File: config.mk
export PLATFORM = sky130hd
export DESIGN_NAME = flash_cmd_seq
export DESIGN_NICKNAME = d
export VERILOG_FILES = /design/src/rtl/flash_cmd_seq.sv
export SDC_FILE = /design/constraint.sdc
export NUM_CORES = 1
export LEC_CHECK = 0
export BUFFER_PORTS_ARGS = -buffer_cell sky130_fd_sc_hd__buf_4
export CAP_MARGIN = 20
export CORE_MARGIN = 2
export CORE_UTILIZATION = 50
export DETAILED_ROUTE_END_ITERATION = 7
export MAX_ROUTING_LAYER = met4
export PLACE_DENSITY_LB_ADDON = 0.08
export SETUP_SLACK_MARGIN = 0.1
export SYNTH_ARGS = -nofsm -noshare
export SYNTH_HDL_FRONTEND = slang
export SYNTH_SLANG_ARGS = --single-unit
File: constraint.sdc
create_clock -name clk -period 6.69 [get_ports clk]
set_input_delay 0.669 -clock clk [delete_from_list [all_inputs] [get_ports clk]]
set_output_delay 0.669 -clock clk [all_outputs]
set_load 0.05 [all_outputs]
File: src/rtl/flash_cmd_seq.sv
module flash_cmd_seq #(
  parameter int ADDR_W  = 19,
  parameter int LANES   = 4,
  parameter int SECTORS = 8,
  parameter int T_WP    = 10,
  parameter int T_WPH   = 5,
  parameter int T_ACC   = 15,
  parameter int LIM_W   = 32
) (
  input  logic                 clk,
  input  logic                 rst_n,
  input  logic                 req_valid,
  output logic                 req_ready,
  input  logic [1:0]           req_op,
  input  logic [ADDR_W-1:0]    req_addr,
  input  logic [8*LANES-1:0]   req_data,
  input  logic [SECTORS-1:0]   req_sectors,
  input  logic [LIM_W-1:0]     poll_limit,
  output logic                 rsp_valid,
  output logic                 rsp_err,
  output logic [8*LANES-1:0]   rsp_data,
  output logic [ADDR_W-1:0]    fl_addr,
  output logic [8*LANES-1:0]   fl_dout,
  output logic                 fl_dout_en,
  input  logic [8*LANES-1:0]   fl_din,
  output logic [LANES-1:0]     fl_cs_n,
  output logic                 fl_we_n,
  output logic                 fl_oe_n
);
  localparam int DW    = 8 * LANES;
  localparam int SEC_W = $clog2(SECTORS);
  localparam int TM1   = (T_WP > T_WPH) ? T_WP : T_WPH;
  localparam int TMAX  = (TM1 > T_ACC) ? TM1 : T_ACC;
  localparam int TW    = $clog2(TMAX + 1);
  localparam logic [ADDR_W-1:0] A_HI = ADDR_W'(32'h5555);
  localparam logic [ADDR_W-1:0] A_LO = ADDR_W'(32'h2AAA);
  localparam logic [DW-1:0] MSB_MASK = {LANES{8'h80}};
  localparam logic [1:0] OP_RD = 2'd0, OP_PG = 2'd1, OP_SE = 2'd2, OP_CE = 2'd3;

  typedef enum logic [2:0] {S_IDLE, S_WSET, S_WLO, S_WHI, S_RD, S_GAP, S_RSP} st_t;

  st_t                st;
  logic [1:0]         op;
  logic [2:0]         step;
  logic [ADDR_W-1:0]  tgt, addr_q;
  logic [DW-1:0]      wdata, dout_q, rdata;
  logic [SECTORS-1:0] smask;
  logic [TW-1:0]      tmr;
  logic [LIM_W-1:0]   pcnt;
  logic               polling, err;

  logic [SEC_W-1:0]   low_idx;
  logic               found;
  logic [ADDR_W-1:0]  step_addr;
  logic [DW-1:0]      step_data;
  logic               last_wr, more_sect, lanes_done;

  always_comb begin
    low_idx = '0;
    found   = 1'b0;
    for (int i = 0; i < SECTORS; i++)
      if (!found && smask[i]) begin
        low_idx = SEC_W'(i);
        found   = 1'b1;
      end
  end

  assign more_sect = |(smask & (smask - 1'b1));

  always_comb begin
    step_addr = A_HI;
    step_data = {LANES{8'hAA}};
    case (step)
      3'd0: ;
      3'd1: begin step_addr = A_LO; step_data = {LANES{8'h55}}; end
      3'd2: step_data = (op == OP_PG) ? {LANES{8'hA0}} : {LANES{8'h80}};
      3'd3: if (op == OP_PG) begin step_addr = tgt; step_data = wdata; end
      3'd4: begin step_addr = A_LO; step_data = {LANES{8'h55}}; end
      default:
        if (op == OP_CE) step_data = {LANES{8'h10}};
        else begin
          step_addr = {low_idx, {(ADDR_W-SEC_W){1'b0}}};
          step_data = {LANES{8'h30}};
        end
    endcase
  end

  assign last_wr    = (op == OP_PG) ? (step == 3'd3)
                                    : (step == 3'd5 && (op == OP_CE || !more_sect));
  assign lanes_done = (((fl_din ^ ((op == OP_PG) ? wdata : '1)) & MSB_MASK) == '0);

  always_ff @(posedge clk or negedge rst_n) begin
    if (!rst_n) begin
      st <= S_IDLE; op <= OP_RD; step <= '0; tgt <= '0; addr_q <= '0;
      wdata <= '0; dout_q <= '0; rdata <= '0; smask <= '0; tmr <= '0;
      pcnt <= '0; polling <= 1'b0; err <= 1'b0;
      fl_dout_en <= 1'b0; fl_cs_n <= '1; fl_we_n <= 1'b1; fl_oe_n <= 1'b1;
    end else begin
      case (st)
        S_IDLE: if (req_valid) begin
          op <= req_op; tgt <= req_addr; wdata <= req_data; smask <= req_sectors;
          step <= '0; err <= 1'b0; polling <= 1'b0; tmr <= '0;
          if (req_op == OP_RD) begin
            addr_q <= req_addr; fl_cs_n <= '0; fl_oe_n <= 1'b0; st <= S_RD;
          end else if (req_op == OP_SE && req_sectors == '0) begin
            err <= 1'b1; st <= S_RSP;
          end else st <= S_WSET;
        end
        S_WSET: begin
          addr_q <= step_addr; dout_q <= step_data; fl_dout_en <= 1'b1;
          fl_cs_n <= '0; fl_we_n <= 1'b0; tmr <= '0; st <= S_WLO;
        end
        S_WLO:
          if (tmr == TW'(T_WP - 1)) begin
            fl_we_n <= 1'b1; tmr <= '0; st <= S_WHI;
          end else tmr <= tmr + 1'b1;
        S_WHI:
          if (tmr == TW'(T_WPH - 1)) begin
            tmr <= '0;
            if (last_wr) begin
              fl_dout_en <= 1'b0; fl_oe_n <= 1'b0; polling <= 1'b1;
              pcnt <= '0; st <= S_RD;
            end else begin
              if (step == 3'd5) smask <= smask & (smask - 1'b1);
              else step <= step + 1'b1;
              st <= S_WSET;
            end
          end else tmr <= tmr + 1'b1;
        S_RD: begin
          if (polling) pcnt <= pcnt + 1'b1;
          if (tmr == TW'(T_ACC - 1)) begin
            tmr <= '0; fl_oe_n <= 1'b1; rdata <= fl_din;
            if (!polling || lanes_done) begin
              fl_cs_n <= '1; st <= S_RSP;
            end else if (pcnt >= poll_limit) begin
              err <= 1'b1; fl_cs_n <= '1; st <= S_RSP;
            end else st <= S_GAP;
          end else tmr <= tmr + 1'b1;
        end
        S_GAP: begin
          pcnt <= pcnt + 1'b1; fl_oe_n <= 1'b0; st <= S_RD;
        end
        default: st <= S_IDLE;
      endcase
    end
  end

  assign req_ready = (st == S_IDLE);
  assign rsp_valid = (st == S_RSP);
  assign rsp_err   = err;
  assign rsp_data  = rdata;
  assign fl_addr   = addr_q;
  assign fl_dout   = dout_q;
endmodule

* Word-level counts from Yosys, hierarchy flattened
Cells that the tools add are included.
Cells by class: order comparisons 1, bitwise operators 2, reductions and logical operators 51, equal/unequal tests 30, multiplexer cells 81, add/sub/neg operators 4
Operators by type and width (number):
- $mux 32 | 5
- $pmux 32 s4 | 1
- $pmux 32 s3 | 1
- $mux 19 | 4
- $mux 30 | 2
- $pmux 19 s3 | 1
- $mux 3 | 16
- $pmux 19 s2 | 1
- $mux 4 | 9
- $add 32x1->32 const B | 1
- $ge 32x32->1 | 1
- $logic_not 32->1 | 1
- $mux 8 | 4
- $xor 32x32->32 | 1
- $mux 1 | 24
- $ne 2x2->1 const B | 11
- $pmux 4 s5 | 1
- $reduce_and 5->1 | 4
- $pmux 3 s6 | 1
- $pmux 8 s2 | 1
- $eq 3x3->1 const B | 5
- $eq 3x2->1 const B | 4
- $pmux 4 s3 | 1
- $reduce_and 4->1 | 3
- 30 further kinds | 66
Storage, ports and cells: register bits after elaboration 195, input bits 128, output and inout bits 93, logic and storage cells 186

* Depth between registers and ports, before layout
depth after elaboration 25, mapped depth 11, gate-level depth less buffers 8

* Worst setup path before layout
OpenSTA, ideal clock, no wires.
path kind register -> register, start point register st[1], end point register smask[2], buffers on the path 2, clock period less this slack 2.434 ns, library setup time 0.126 ns, stages on the path, launching flop included 8, setup slack 4.256 ns, required time 6.564 ns, data arrival time 2.308 ns, cells stage by stage dfrtp_1 -> clkbuf_1 -> or2_2 -> nor2_1 -> and2_1 -> buf_2 -> a41oi_4 -> a221o_1
Between the ends: cells in the longest elaborated chain, start to end 3, elaborated cells between the ends (all ways) 9, classes of those cells 5 x eq/ne; 1 x mux; 3 x reduce/logical
Ends and longest elaborated chain:
- start: declaration | line 42 | st_t st;
- start signal: assignment | line 94 | st <= S_IDLE; op <= OP_RD; step <= '0; tgt <= '0; addr_q <= '0;
- start signal: assignment | line 104 | addr_q <= req_addr; fl_cs_n <= '0; fl_oe_n <= 1'b0; st <= S_RD;
- start signal: assignment | line 106 | err <= 1'b1; st <= S_RSP;
- $logic_not 3->1 (*)
- net req_ready | line 13 | output logic req_ready,
- $ne 2x2->1 (no source line) / $reduce_bool 2->1 (equally long branches)
- $reduce_and 5->1 (no source line)
- end signal: assignment | line 101 | op <= req_op; tgt <= req_addr; wdata <= req_data; smask <= req_sectors;
- end signal: assignment | line 124 | if (step == 3'd5) smask <= smask & (smask - 1'b1);
- end: declaration | line 47 | logic [SECTORS-1:0] smask;
The timed path passes the listed nets; every way through them passes the cells marked *. A chain may end at the register's enable or synchronous reset.

* Final worst setup path
start point register op[0], end point register pcnt[20]
Between the ends: cells in the longest elaborated chain, start to end 6, elaborated cells between the ends (all ways) 7, classes of those cells 3 x eq/ne; 1 x mux; 3 x reduce/logical
Ends and longest elaborated chain:
- start: declaration | line 43 | logic [1:0] op;
- start signal: assignment | line 101
- $eq 2x2->1 | line 89 | : (step == 3'd5 && (op == OP_CE || !more_sect));
- $logic_or 1x1->1 | line 89
- $logic_and 1x1->1 | line 89
- $mux 1 (*) | line 88 | assign last_wr = (op == OP_PG) ? (step == 3'd3)
- $ne 2x2->1 (no source line) (*)
- $reduce_and 4->1 (no source line) (*)
- end signal: assignment | line 130 | if (polling) pcnt <= pcnt + 1'b1;
- end: declaration | line 49 | logic [LIM_W-1:0] pcnt;
Mark *: on every way between the ends. The rest lies on a longest branch, timed or not.

==> results.md <==
- Post-Syn Area: 10300 um2
- Distinct cells, synth: 73
- Die area: around 22000 um2
- PwrDens: 374 nW/um2
- Antenna diode count: 0
- Area share of and/or/nand/nor cells after synthesis: between 20% and 30%
- Most common cell after layout, fill and taps aside: nand2_1
- Req. time, crit path: about 7000 ps
- Vias per Instance: 5.42
- Post-layout power: 4760 uW
- Fin. Hold Viols: 0
- Crit. End Element: register
- Peak VDD IR: about 0.20 mV
- Layout cells sized above 1: between 20% and 30%
- Syn Nets: 1310
- Vias post-DR: 8739
- Clock root buffer: clkbuf_16
- Mux contribution to synthesized area: 0.744%
- Leakage: 0.00647 uW
- Critical path buffers and inverters: 1
- Number of iterations in the first detailed-routing pass: 5
- Minimum clock period: between 2000 and 3000 ps
- Synthesis-to-layout area growth: 24.0%
- Final setup fails: 0
- Post-synthesis register bit count: 192
- Crit path from: op[0]
- Total GRT Usage: 25.4%
- Die H: ~150 um
- Postcts setup bufs: 0
- CTS tree: done
- Drc violations: 0
- Total Wirelength: 26.0 mm
- Nets: ~1500
- Worst Path Max Fanout: 32
- Critical Path AT: 3270 ps
- Row count: 52
- Xor/xnor share of the synthesized area: 0.256%
- Max Clk Rate: 0.334 GHz
- Top delay family on crit path: compound AO/OA/AOI/OAI gates
- First-pass GRT wire length: approximately 43 mm
- Worst R2R Start: op[0]
- Post-synthesis async set-or-reset flop share: 100%
- Syn Inst Count: 1140
- Largest net degree at the start of global routing: ~110
- Post-Synth Adder-Cell Area: 5.22%
- Initial antenna violation count: 0
- GP Congestion: 0.846
- Number of port buffers: 220
- Initial Utilization: 50.9%
- Final setup margin: 3700 ps
- Hold/Removal Path Class: in2async
- Num CTS Buffers: 17
- WL per Instance: between 15 and 20 um
- Status: finished clean
- Part of the cycle the worst path needs: 44.7%
- CTS Hold Bufs: 0
- Clk sinks: about 190
- Core footprint: around 20000 um2
- CTS H-tree depth: 4
- Critical Path Start Type: register
- Most common cell on crit path: a21oi_4
- Vias in the first global route: 8257
- Syn_area_per_cell: 9.00 um2
- Max-Cap Viols: 0
- Main combinational cell family by area after synthesis: compound AO/OA/AOI/OAI gates
- Setup TNS: 0 ps
- Slowest stage cell, crit path: nand2b_1
- Total I/O pin count: 221
- Synth warn: 0
- Max Clock Skew: 8.60 ps
- CP Cell Sequence: nand2b_1 -> o2111ai_1 -> o21ai_1 -> a21oi_4 -> a21oi_4 -> buf_4 -> a31oi_4
- Setup WS pre-CTS: 3720 ps
- Pins Over Slew Limit: 0
- Relative slew margins: 25.5%
- RSZ-0062 raised after global routing: false
- Antenna-violating nets left: 0
- Max stage delay on crit path: 710 ps
- Commonest register cell after synthesis: dfrtp_1
- Grt ovf: 0
- Final Core Density: 63.1%
- Cts repair resizes: 0
- Compound-gate portion of the synthesized area: 21.8%
- Detail Placement HPWL: 18.0 mm
- Setup CP Type: reg2reg
- Worst-Margin Slew: 1120 ps
- Reg clk slew, reported paths: 70 ps
- Die X: 147 um
- Post-synth EDFFs: 0
- Initial DRC count: 624
- Commonest non-fill, non-tap cells in the layout: 328 x nand2_1, 226 x buf_4, 189 x dfrtp_1
- Seq/Total Area, Yosys: a little under half
- Later-pin clock latency in the skew report: 440 ps
- Longest Clk Path Bufs: 2
flip-flops by register name (all words and copies together), names as in the netlist, 2 cells and up:
name and cells:
fl_dout 32, pcnt 32, rsp_data 32, wdata 32, fl_addr 19, tgt 19, smask 8, tmr 4
st 3, step 3, op 2
metrics by stage:
step	cell area, um2	std cells	hold slack [ps]
after floorplan	10300	1140	373
after global placement	12000	1576	457
after detailed placement	12000	1576	458
after CTS	12700	1608	385
after global routing	12700	1611	405
final	12700	1611	338
cell families after synthesis:
kind of cell,after synthesis
compound gates,292
xor+xnor,3
fa+ha+maj,43
buf+inv,110
flops,192
mux,6
simple gates,494
synthesized netlist by cell type (7+ instances only):
library cell,count,area (um2)
a21oi_1,67,335
nand3_1,24,120
dfrtp_1,189,4730
a211oi_1,10,75.1
a221o_1,7,70.1
o21ai_0,85,425
nor2_1,67,251
nand2_1,329,1230
a31oi_1,13,81.3
a31oi_4,25,532
nand2b_1,7,43.8
clkbuf_1,42,158
and3_1,16,100
nand4_1,7,43.8
a41oi_1,7,61.3
buf_2,7,35.0
o22ai_1,9,56.3
ha_1,42,526
a21o_1,19,143
inv_1,49,184
nor3_1,10,50.1
layer usage:
layer | track usage [%] | share of wire (%) | vias up
met5 | - | 0 | -
met4 | 6.54 | 1.1 | 0
met3 | 4.22 | 4.9 | 19
met2 | 37.9 | 46 | 230
met1 | 36.3 | 48 | 4174
li1 | - | - | 4316
final cells by class:
cell class / count / area, um2
inverters: 49 / 184
clock buffers: 18 / 439
repair buffers: 230 / 1790
well taps: 270 / 338
clock inverters: 14 / 191
multi-input cells: 838 / 4980
fillers: 1798 / 7440
flip-flops and latches: 192 / 4810
final timing paths:
check                          endpoint  slack [ps]  cells past startpoint
setup / recovery               pcnt[20]        3700                      7
hold / removal                 pcnt[30]         340                      1
setup reg to reg               pcnt[20]        3700                      7
hold reg to reg               wdata[27]         470                      2
max in group asynchronous      wdata[1]        5190                      3
min in group clk           rsp_data[19]         420                      3
where the power goes:
| part | switching [uW] | leakage [uW] | internal (uW) | total (uW) |
|---|---|---|---|---|
| clock network | 483 | 0.000304 | 613 | 1100 |
| registers | 258 | 0.00251 | 1480 | 1740 |
| logic | 1300 | 0.00366 | 625 | 1930 |
(Power assumes the default switching activity.)
